<file path="src/rtl/tk_pkg.sv">
package tk_pkg;

  // Word offsets of the control registers from the block base address.
  localparam int unsigned OFS_SECS  = 0;
  localparam int unsigned OFS_TICKS = 1;
  localparam int unsigned OFS_FLAGS = 2;
  localparam int unsigned OFS_IMM   = 3;
  localparam int unsigned NUM_REGS  = 4;

  // Bit positions inside the flags and immediate registers.
  localparam int unsigned FLAG_EDGE_BIT = 0;
  localparam int unsigned FLAG_SRC_BIT  = 1;
  localparam int unsigned IMM_BIT       = 0;

  typedef struct packed {
    logic from_mate;  // 1: board-to-board input, 0: external connector
    logic on_rise;    // 1: rising edge, 0: falling edge
  } pps_cfg_t;

endpackage

</file>
<file path="src/rtl/tk_regs.sv">
module tk_regs
  import tk_pkg::*;
#(
  parameter int unsigned ADDR_W    = 4,
  parameter int unsigned DATA_W    = 32,
  parameter int unsigned BASE_ADDR = 0
) (
  input  logic              clk,
  input  logic              rst,
  input  logic              wr_en,
  input  logic [ADDR_W-1:0] wr_addr,
  input  logic [DATA_W-1:0] wr_data,
  input  logic              pps_hit,
  output logic [DATA_W-1:0] pend_secs,
  output logic [DATA_W-1:0] pend_ticks,
  output pps_cfg_t          cfg,
  output logic              imm_mode,
  output logic              armed,
  output logic              tick_wr,
  output logic              pps_fire,
  output logic              commit
);

  logic [NUM_REGS-1:0] sel;
  logic                imm_fire;

  always_comb begin
    for (int i = 0; i < NUM_REGS; i++) begin
      sel[i] = wr_en && (wr_addr == ADDR_W'(BASE_ADDR + i));
    end
  end

  assign tick_wr  = sel[OFS_TICKS];
  assign imm_fire = sel[OFS_IMM] && wr_data[IMM_BIT];
  assign pps_fire = pps_hit && armed && !imm_mode;
  assign commit   = imm_fire || pps_fire;

  always_ff @(posedge clk) begin
    if (rst) begin
      pend_secs  <= '0;
      pend_ticks <= '0;
      cfg        <= '0;
      imm_mode   <= 1'b0;
      armed      <= 1'b0;
    end else begin
      if (sel[OFS_SECS])  pend_secs  <= wr_data;
      if (sel[OFS_TICKS]) pend_ticks <= wr_data;
      if (sel[OFS_FLAGS]) begin
        cfg.on_rise   <= wr_data[FLAG_EDGE_BIT];
        cfg.from_mate <= wr_data[FLAG_SRC_BIT];
      end
      if (sel[OFS_IMM]) imm_mode <= wr_data[IMM_BIT];
      // A new ticks value re-arms; otherwise any commit disarms.
      if (tick_wr)     armed <= 1'b1;
      else if (commit) armed <= 1'b0;
    end
  end

endmodule

</file>
<file path="src/rtl/tk_pps_detect.sv">
module tk_pps_detect
  import tk_pkg::*;
#(
  parameter int unsigned SYNC_STAGES = 2
) (
  input  logic     clk,
  input  logic     rst,
  input  pps_cfg_t cfg,
  input  logic     pps_ext,
  input  logic     pps_mate,
  output logic     hit,
  output logic     pulse
);

  localparam int unsigned CHAIN_W = SYNC_STAGES + 1;

  logic               picked;
  logic [CHAIN_W-1:0] chain;
  logic               now_lvl;
  logic               old_lvl;

  assign picked = cfg.from_mate ? pps_mate : pps_ext;

  always_ff @(posedge clk) begin
    if (rst) chain <= '0;
    else     chain <= {chain[CHAIN_W-2:0], picked};
  end

  assign now_lvl = chain[SYNC_STAGES-1];
  assign old_lvl = chain[SYNC_STAGES];
  assign hit     = cfg.on_rise ? (now_lvl && !old_lvl) : (!now_lvl && old_lvl);

  always_ff @(posedge clk) begin
    if (rst) pulse <= 1'b0;
    else     pulse <= hit;
  end

endmodule

</file>
<file path="src/rtl/tk_counter.sv">
module tk_counter #(
  parameter int unsigned TICKS_PER_SEC = 100_000_000,
  parameter int unsigned TIME_W        = 32
) (
  input  logic              clk,
  input  logic              rst,
  input  logic              load,
  input  logic [TIME_W-1:0] load_secs,
  input  logic [TIME_W-1:0] load_ticks,
  output logic [TIME_W-1:0] secs,
  output logic [TIME_W-1:0] ticks
);

  localparam logic [TIME_W-1:0] LAST_TICK = TIME_W'(TICKS_PER_SEC - 1);

  always_ff @(posedge clk) begin
    if (rst) begin
      secs  <= '0;
      ticks <= '0;
    end else if (load) begin
      secs  <= load_secs;
      ticks <= load_ticks;
    end else if (ticks >= LAST_TICK) begin
      secs  <= secs + 1'b1;
      ticks <= '0;
    end else begin
      ticks <= ticks + 1'b1;
    end
  end

endmodule

</file>
<file path="src/rtl/pps_timekeeper.sv">
module pps_timekeeper
  import tk_pkg::*;
#(
  parameter int unsigned TICKS_PER_SEC = 100_000_000,
  parameter int unsigned ADDR_W        = 4,
  parameter int unsigned BASE_ADDR     = 0,
  parameter int unsigned SYNC_STAGES   = 2
) (
  input  logic              clk,
  input  logic              rst,
  input  logic              wr_en,
  input  logic [ADDR_W-1:0] wr_addr,
  input  logic [31:0]       wr_data,
  input  logic              pps_ext,
  input  logic              pps_mate,
  output logic [63:0]       time_now,
  output logic              pps_seen
);

  localparam int unsigned HALF_W = 32;

  pps_cfg_t          cfg;
  logic [HALF_W-1:0] pend_secs;
  logic [HALF_W-1:0] pend_ticks;
  logic [HALF_W-1:0] cur_secs;
  logic [HALF_W-1:0] cur_ticks;
  logic              imm_mode;
  logic              armed;
  logic              tick_wr;
  logic              pps_fire;
  logic              commit;
  logic              pps_hit;

  tk_regs #(
    .ADDR_W   (ADDR_W),
    .DATA_W   (HALF_W),
    .BASE_ADDR(BASE_ADDR)
  ) u_regs (
    .clk       (clk),
    .rst       (rst),
    .wr_en     (wr_en),
    .wr_addr   (wr_addr),
    .wr_data   (wr_data),
    .pps_hit   (pps_hit),
    .pend_secs (pend_secs),
    .pend_ticks(pend_ticks),
    .cfg       (cfg),
    .imm_mode  (imm_mode),
    .armed     (armed),
    .tick_wr   (tick_wr),
    .pps_fire  (pps_fire),
    .commit    (commit)
  );

  tk_pps_detect #(
    .SYNC_STAGES(SYNC_STAGES)
  ) u_pps (
    .clk     (clk),
    .rst     (rst),
    .cfg     (cfg),
    .pps_ext (pps_ext),
    .pps_mate(pps_mate),
    .hit     (pps_hit),
    .pulse   (pps_seen)
  );

  tk_counter #(
    .TICKS_PER_SEC(TICKS_PER_SEC),
    .TIME_W       (HALF_W)
  ) u_cnt (
    .clk       (clk),
    .rst       (rst),
    .load      (commit),
    .load_secs (pend_secs),
    .load_ticks(pend_ticks),
    .secs      (cur_secs),
    .ticks     (cur_ticks)
  );

  assign time_now = {cur_secs, cur_ticks};

endmodule

</file>
<file path="config.mk">
export PLATFORM = sky130hd
export DESIGN_NAME = pps_timekeeper
export DESIGN_NICKNAME = d
export VERILOG_FILES = /design/src/rtl/tk_pkg.sv /design/src/rtl/tk_regs.sv /design/src/rtl/tk_pps_detect.sv /design/src/rtl/tk_counter.sv /design/src/rtl/pps_timekeeper.sv
export SDC_FILE = /design/constraint.sdc
export NUM_CORES = 1
export LEC_CHECK = 0
export ABC_AREA = 1
export CORE_ASPECT_RATIO = 0.7
export CORE_MARGIN = 4
export CORE_UTILIZATION = 59
export DETAILED_ROUTE_END_ITERATION = 7
export PLACE_DENSITY_LB_ADDON = 0.3
export SYNTH_ARGS = -nofsm -noshare
export SYNTH_HDL_FRONTEND = slang
export SYNTH_SLANG_ARGS = --single-unit
</file>
<file path="constraint.sdc">
create_clock -name clk -period 2.9 [get_ports clk]
set_clock_uncertainty 0.15 [all_clocks]
set_input_delay 0.725 -clock clk [delete_from_list [all_inputs] [get_ports clk]]
set_output_delay 0.725 -clock clk [all_outputs]
set_load 0.005 [all_outputs]
</file>
==> results of run 1 <==
## state kept, by name (all words and copies together) (netlist names)
signal,cells
u_cnt.secs,32
u_cnt.ticks,32
u_regs.pend_secs,32
u_regs.pend_ticks,32
u_pps.chain,3
u_regs.cfg,2
u_pps.pulse,1
u_regs.armed,1
u_regs.imm_mode,1
## stage by stage
stage | area, µm² | worst slack, ps
6_report | 8800 | 479
5_1_grt | 8800 | 340
4_1_cts | 8800 | 546
3_5_place_dp | 8170 | 234
3_3_place_gp | 8170 | 278
2_1_floorplan | 7070 | 949
## cells by family (layout without fill, tap and decap cells)
logic type      Yosys count  count (layout)  share of synthesized area, %
compound gates          215             215                          15.9
xor+xnor                 19              19                          2.35
fa+ha+maj                 2               2                         0.354
buf+inv                 177             277                          10.8
flops                   136             136                          38.5
simple gates            506             506                          32.0
## cell usage in the layout, fill, tap and decap left out, types with 3 or more instances in the layout
master / count
a21oi_1: 104
a21oi_2: 10
buf_12: 3
buf_4: 11
bufinv_16: 4
clkbuf_16: 17
clkdlybuf4s50_1: 104
clkinv_4: 4
dfxtp_1: 136
inv_1: 122
inv_2: 4
nand2_1: 234
nand2_2: 4
nand3_1: 79
nand3_2: 12
nand3b_1: 10
nand4_1: 13
nor2_1: 126
nor2_2: 5
nor3_1: 12
o21ai_0: 85
o21ai_1: 11
xnor2_1: 9
xor2_1: 10
## critical path: cells and delay by family (launching register included)
| kind | cells | cell delay, ps |
|---|---|---|
| fa+ha+maj | 1 | 210 |
| flops | 1 | 400 |
| simple gates | 10 | 1500 |
## area by class of cell
type	instances	area, µm²	area share (%)
multi-input combinational	742	3590	40.8
sequential	136	2720	30.9
timing repair buffer	119	1190	13.5
inverter	126	473	5.37
clock buffer	18	429	4.88
clock inverter	14	198	2.25
tap	157	196	2.23
## power by group through the flow
| stage | combinational, µW | clock (µW) | sequential, µW |
|---|---|---|---|
| floorplan | 112 | 0 | 1950 |
| global placement | 219 | 0 | 1960 |
| detailed placement | 224 | 0 | 1960 |
| CTS | 228 | 2290 | 1920 |
| global route | 251 | 2370 | 1920 |
| finish | 229 | 2290 | 1920 |
## routing by layer
layer | vias up | GRT usage (%) | part of all wire [%] | wire length, µm
li1 | 3576 | - | - | -
met1 | 3333 | 40.3 | 44 | 9090
met2 | 352 | 44.9 | 43 | 8920
met3 | 44 | 8.84 | 11 | 2170
met4 | 0 | 9.62 | 2.0 | 411
met5 | - | 0 | 0 | 0
## worst max-delay path by stage
stage,endpoint,slack (ps),depth (start not counted)
after global routing,u_cnt.secs[18],340,12
final,u_cnt.secs[2],480,11
after detailed placement,u_cnt.ticks[23],230,10
after floorplan,u_cnt.secs[26],950,9
after global placement,u_cnt.secs[16],280,10
after CTS,u_cnt.ticks[23],550,12
==> tab_implementation.tex, run 1 <==
\begin{tabular}{lr}
\hline
Metric & Value \\
\hline
\multicolumn{2}{l}{\textbf{Status}} \\
\quad Status & finished clean \\
\multicolumn{2}{l}{\textbf{Floorplan}} \\
\quad Die area & 0.0138 mm² \\
\quad Width of the die & 139 µm \\
\quad Placement Rows & 33 \\
\quad Starting density of the core & 60.3\% \\
\quad Top-Level Pins & 106 \\
\quad Die Height & 99.6 µm \\
\quad Total core area & 0.0117 mm² \\
\multicolumn{2}{l}{\textbf{Critical path}} \\
\quad Worst setup slack for register-to-register paths & 480 ps \\
\quad Required @ worst endpoint & 3050 ps \\
\quad Setup CP Type & flop to flop \\
\quad Crit Reg-Reg Endpoint & u\_cnt.secs[2] \\
\quad CP endpoint kind & flop \\
\quad Path depth of the worst reg2reg path & 11 \\
\quad Timing startpoint of the critical path & u\_cnt.ticks[0] \\
\quad Chain of cells forming the critical path & ha\_1 > nand2\_2 > nor2\_4 > nand2\_2 > nand2\_1 > nand2\_1 > nand2\_2 > nand2\_4 > nand2\_8 > and3\_1 > nor2\_1 \\
\quad Crit-path max cell delay & 400 ps \\
\quad Worst endpoint data arrival time & 2580 ps \\
\quad Largest fanout of any net on the critical path & 52 \\
\quad Most frequent CP cell & nand2\_2 \\
\quad Slowest cell on the critical path & dfxtp\_1 \\
\quad Kind of start point of the critical path & flop \\
\quad Worst flop-to-flop path startpoint & u\_cnt.ticks[0] \\
\multicolumn{2}{l}{\textbf{Power and ir drop}} \\
\quad Switching part of the total & 22.3\% \\
\quad Final Total Pwr & 4430 µW \\
\quad Seq pwr share & 43.3\% \\
\quad Internal power & 3450 µW \\
\quad Net switching component of the power & 986 µW \\
\quad Leak Pwr & 0.00309 µW \\
\quad Fraction of power consumed by the clock network & 51.6\% \\
\quad Max VDD drop & 0.485 mV \\
\quad Power per unit of standard cell area & 504 mW/mm² \\
\quad Combinational fraction of design power & 5.2\% \\
\multicolumn{2}{l}{\textbf{STA}} \\
\quad Time the final worst path needs with I/O delays and setup & 2420 ps \\
\quad Max Slew Vio Count & 0 \\
\quad Hold violation total from the final report & 0 \\
\quad Final TNS setup & 0 ps \\
\quad Number of setup violations in the final report & 0 \\
\quad Headroom to the max-slew limit & 59.2\% \\
\quad Final hold slack & 261 ps \\
\quad Slew at the pin with the worst max-slew slack & 609 ps \\
\quad Setup repair after global routing missed its margin & false \\
\quad Maximum operating frequency & 413 MHz \\
\quad Post-route fraction of the period consumed by the critical path & 83.5\% \\
\multicolumn{2}{l}{\textbf{Clock tree}} \\
\quad Num CTS Buffers & 17 \\
\quad Clock net sink count & 136 \\
\quad Maximum clock path buffer count & 2 \\
\quad Library cell used as clock root buffer & clkbuf\_16 \\
\quad Setup bufs post-CTS & 0 \\
\quad Number of H-tree levels & 4 \\
\quad Worst-path clk slew & 60 ps \\
\quad Hold-fix buffers, CTS & 0 \\
\quad Clock tree from TritonCTS & done \\
\quad Count of cells resized by post-cts repair & 0 \\
\quad Latest clock arrival within the worst-skew pair & 420 ps \\
\multicolumn{2}{l}{\textbf{Flow run}} \\
\quad Count of maximum capacitance violations & 0 \\
\multicolumn{2}{l}{\textbf{Yosys}} \\
\quad Post-Synthesis Cells & 1055 \\
\quad Top cells by area in the synthesized netlist & dfxtp\_1 (38\%), nand2\_1 (12\%), a21oi\_1 (7.4\%) \\
\quad Dominant cell type by area after synthesis & dfxtp\_1 \\
\quad Avg Cell Area, Syn & 6.70 µm² \\
\quad Synth top cells by count & nand2\_1 (234), dfxtp\_1 (136), nor2\_1 (126), inv\_1 (123), a21oi\_1 (104) \\
\quad Number of flops mapped to enable cells by yosys & 0 \\
\quad Number of different library cells in the post-synthesis netlist & 35 \\
\quad Synth Net Count & 1098 \\
\quad Number of synthesized register bits & 136 \\
\quad Cell with the most instances after synthesis & nand2\_1 \\
\quad Fraction of registers with async set or reset after synthesis & 0\% \\
\quad Main flop type after synthesis & dfxtp\_1 \\
\quad Area share of the largest cell type after synthesis & 38.5\% \\
\quad Warning count from the yosys run & 0 \\
\quad Part of the Yosys area used for sequential elements & 38.5\% \\
\quad Post-synthesis instance area & 0.00707 mm² \\
\multicolumn{2}{l}{\textbf{Detailed routing}} \\
\quad DRC violations left & 0 \\
\quad Starting DRT DRC Count & 780 \\
\quad DR vias/cell & 5.57 \\
\quad Total number of vias & 7305 \\
\quad Total Routed Length & 20600 µm \\
\quad TritonRoute pass-1 iters & 5 \\
\quad ANT nets after route & 0 \\
\quad Average wire per standard cell & 15.7 µm \\
\multicolumn{2}{l}{\textbf{GRT}} \\
\quad Antenna violations before repair & 0 \\
\quad Via count of the first global-routing pass & 6672 \\
\quad Global Route Usage Sum & 29.4\% \\
\quad Remaining Overflow, GRT & 0 \\
\quad Wire length of the first global-routing pass & 32900 µm \\
\quad Pin count of the biggest net entering global routing & 84 \\
\multicolumn{2}{l}{\textbf{Worst hold path}} \\
\quad WHS Endpoint & u\_pps.chain[1] \\
\quad Type of the worst min-delay path & flop to flop \\
\quad Worst hold start & u\_pps.chain[0] \\
\quad Hold Crit Depth & 2 \\
\multicolumn{2}{l}{\textbf{Layout}} \\
\quad Fin util & 75.1\% \\
\quad Net count reported at finish & 1185 \\
\quad Final instance count without filler cells & 1312 \\
\quad Relative area change from synthesis to final layout & 24.4\% \\
\quad Antenna diode count & 0 \\
\quad Number of filler cells placed in the layout & 938 \\
\quad Share of cells above drive strength 1 & 7.88\% \\
\multicolumn{2}{l}{\textbf{Place}} \\
\quad \# port buffers & 105 \\
\quad Detailed placer's ending HPWL & 14500 µm \\
\quad Instance count after placement with tap cells included & 1280 \\
\quad Final GP Congestion & 0.965 \\
\hline
\end{tabular}
(Power assumes the default switching activity.)
==> run 2, diff against run 1 <==
--- a/config.mk
+++ b/config.mk
@@ -8,7 +8,7 @@
 export ABC_AREA = 1
 export CORE_ASPECT_RATIO = 0.7
 export CORE_MARGIN = 4
-export CORE_UTILIZATION = 59
+export CORE_UTILIZATION = 49
 export DETAILED_ROUTE_END_ITERATION = 7
 export PLACE_DENSITY_LB_ADDON = 0.3
 export SYNTH_ARGS = -nofsm -noshare
==> constraint.sdc (replaced) <==
create_clock -name clk -period 2.2 [get_ports clk]
set_clock_uncertainty 0.15 [all_clocks]
set_input_delay 0.55 -clock clk [delete_from_list [all_inputs] [get_ports clk]]
set_output_delay 0.55 -clock clk [all_outputs]
set_load 0.005 [all_outputs]
==> run 2 against run 1 <==
Compared with the run above:
- flip-flop and latch count did not move
- sequential power rose by 32%
- highest routed layer unchanged
- register-to-register slack got worse by 330 ps
- critical endpoint is now time_now[41]
- first-iteration DRC count fell by 5.9%
- critical path depth fell by 9
- global-route usage fell by 2.7 points
- count of clock-buffer cells in the layout rose by 3
==> tab_implementation.tex, run 2 (synthesis results as in run 1) <==
\begin{tabular}{lr}
\hline
Metric & Value \\
\hline
\multicolumn{2}{l}{\textbf{Power and ir drop}} \\
\quad Max VDD drop & 0.548 mV \\
\quad Leak Pwr & 0.00324 µW \\
\quad Power per unit of standard cell area & 631 mW/mm² \\
\multicolumn{2}{l}{\textbf{Detailed routing}} \\
\quad Total number of vias & 7349 \\
\quad Total Routed Length & 21500 µm \\
\quad Starting DRT DRC Count & 734 \\
\quad DR vias/cell & 5.35 \\
\quad ANT nets after route & 0 \\
\quad TritonRoute pass-1 iters & 5 \\
\quad DRC violations left & 0 \\
\quad Average wire per standard cell & 15.6 µm \\
\multicolumn{2}{l}{\textbf{Floorplan}} \\
\quad Top-Level Pins & 106 \\
\quad Starting density of the core & 50.5\% \\
\quad Die area & 0.0165 mm² \\
\quad Width of the die & 152 µm \\
\quad Die Height & 109 µm \\
\quad Placement Rows & 36 \\
\quad Total core area & 0.0140 mm² \\
\multicolumn{2}{l}{\textbf{Worst hold path}} \\
\quad WHS Endpoint & u\_pps.chain[1] \\
\quad Hold Crit Depth & 2 \\
\quad Worst hold start & u\_pps.chain[0] \\
\quad Type of the worst min-delay path & flop to flop \\
\multicolumn{2}{l}{\textbf{Critical path}} \\
\quad Worst flop-to-flop path startpoint & u\_cnt.ticks[1] \\
\quad Worst setup slack for register-to-register paths & 150 ps \\
\quad Path depth of the worst reg2reg path & 12 \\
\quad Setup CP Type & flop to output pin \\
\quad Largest fanout of any net on the critical path & 4 \\
\quad Kind of start point of the critical path & flop \\
\quad Worst endpoint data arrival time & 1450 ps \\
\quad CP endpoint kind & output pin \\
\quad Required @ worst endpoint & 1500 ps \\
\quad Crit Reg-Reg Endpoint & u\_cnt.secs[2] \\
\multicolumn{2}{l}{\textbf{Place}} \\
\quad Final GP Congestion & 0.928 \\
\quad \# port buffers & 105 \\
\quad Worst slack after detailed placement & -142 ps \\
\quad Instance count after placement with tap cells included & 1341 \\
\quad Detailed placer's ending HPWL & 15500 µm \\
\quad DP Area & 0.00850 mm² \\
\multicolumn{2}{l}{\textbf{Layout}} \\
\quad Share of cells above drive strength 1 & 10.4\% \\
\quad Number of filler cells placed in the layout & 1265 \\
\quad Final instance count without filler cells & 1373 \\
\quad Net count reported at finish & 1213 \\
\quad Relative area change from synthesis to final layout & 28.8\% \\
\quad Commonest cells after routing, fill and taps aside & nand2\_1 (234), dfxtp\_1 (132), nor2\_1 (126), inv\_1 (121) \\
\quad Fin util & 65.0\% \\
\quad Antenna diode count & 0 \\
\quad Most common library cell in the layout ignoring fill and taps & nand2\_1 \\
\quad Final design area excluding fillers & 0.00911 mm² \\
\multicolumn{2}{l}{\textbf{Status}} \\
\quad Status & finished clean \\
\multicolumn{2}{l}{\textbf{GRT}} \\
\quad Antenna violations before repair & 0 \\
\quad Via count of the first global-routing pass & 6788 \\
\quad Pin count of the biggest net entering global routing & 65 \\
\quad Global Route Usage Sum & 26.8\% \\
\quad Remaining Overflow, GRT & 0 \\
\quad Wire length of the first global-routing pass & 34500 µm \\
\multicolumn{2}{l}{\textbf{STA}} \\
\quad Final TNS setup & 0 ps \\
\quad Time the final worst path needs with I/O delays and setup & 2150 ps \\
\quad Headroom to the max-slew limit & 51.7\% \\
\quad Max Slew Vio Count & 0 \\
\quad Final worst slack & 45.5 ps \\
\quad Post-route fraction of the period consumed by the critical path & 97.9\% \\
\quad Maximum operating frequency & 464 MHz \\
\quad Hold violation total from the final report & 0 \\
\quad Slew at the pin with the worst max-slew slack & 725 ps \\
\quad Setup repair after global routing missed its margin & false \\
\quad Number of setup violations in the final report & 0 \\
\multicolumn{2}{l}{\textbf{Clock tree}} \\
\quad Worst-path clk slew & 60 ps \\
\quad Num CTS Buffers & 17 \\
\quad Library cell used as clock root buffer & clkbuf\_16 \\
\quad Clock net sink count & 136 \\
\quad Count of cells resized by post-cts repair & 0 \\
\quad Setup bufs post-CTS & 0 \\
\quad Latest clock arrival within the worst-skew pair & 410 ps \\
\quad Clock tree from TritonCTS & done \\
\quad Maximum clock path buffer count & 2 \\
\quad Hold-fix buffers, CTS & 0 \\
\quad Number of H-tree levels & 4 \\
\multicolumn{2}{l}{\textbf{Flow run}} \\
\quad Count of maximum capacitance violations & 0 \\
\hline
\end{tabular}
## run 2: how the worst max path moves through the flow
stage                                 end            from  cells after the start  slack (ps)
after global routing         time_now[39]   u_cnt.secs[7]                      1           6
after detailed placement   u_cnt.secs[19]      wr_addr[3]                     10        -140
after CTS                 u_cnt.ticks[10]  u_cnt.ticks[1]                      8          20
after floorplan           u_cnt.ticks[21]  u_cnt.ticks[0]                     12         400
after global placement      u_cnt.secs[0]      wr_addr[3]                      9        -120
final                        time_now[41]   u_cnt.secs[9]                      2          50
## run 2: cell type report
type	count	area (µm²)	share of cell area, %
clock buffer	21	450	4.94
clock inverter	11	149	1.63
tap	190	238	2.61
inverter	126	473	5.19
sequential	136	2730	29.9
timing repair buffer	147	1470	16.2
multi-input combinational	742	3600	39.5
## run 2: metrics by stage
step | total power (µW) | hold slack (ps)
final | 5750 | 260
after global routing | 5920 | 283
after CTS | 5750 | 257
after detailed placement | 2890 | 247
after global placement | 2890 | 241
after floorplan | 2720 | 238
## run 2: critical path, cell delays in order (launching register included)
cell             delay (ps)
dfxtp_1                 390
buf_4                   150
clkdlybuf4s50_1         500
## run 2: where the power goes
part | total (µW) | leakage, µW | internal, µW | switching (µW)
logic | 318 | 0.00185 | 147 | 171
clock network | 2900 | 0.000283 | 1810 | 1090
registers | 2530 | 0.00110 | 2500 | 24.6
## run 2: routing by layer
metal	vias to the layer above	wire length (µm)	global-route usage [%]	share of wire, %
met1	3408	10100	38.7	47
met3	21	1950	7.33	9.1
met4	0	181	6.73	0.84
met5	-	0	0	0
met2	289	9270	39.6	43
li1	3631	-	-	-
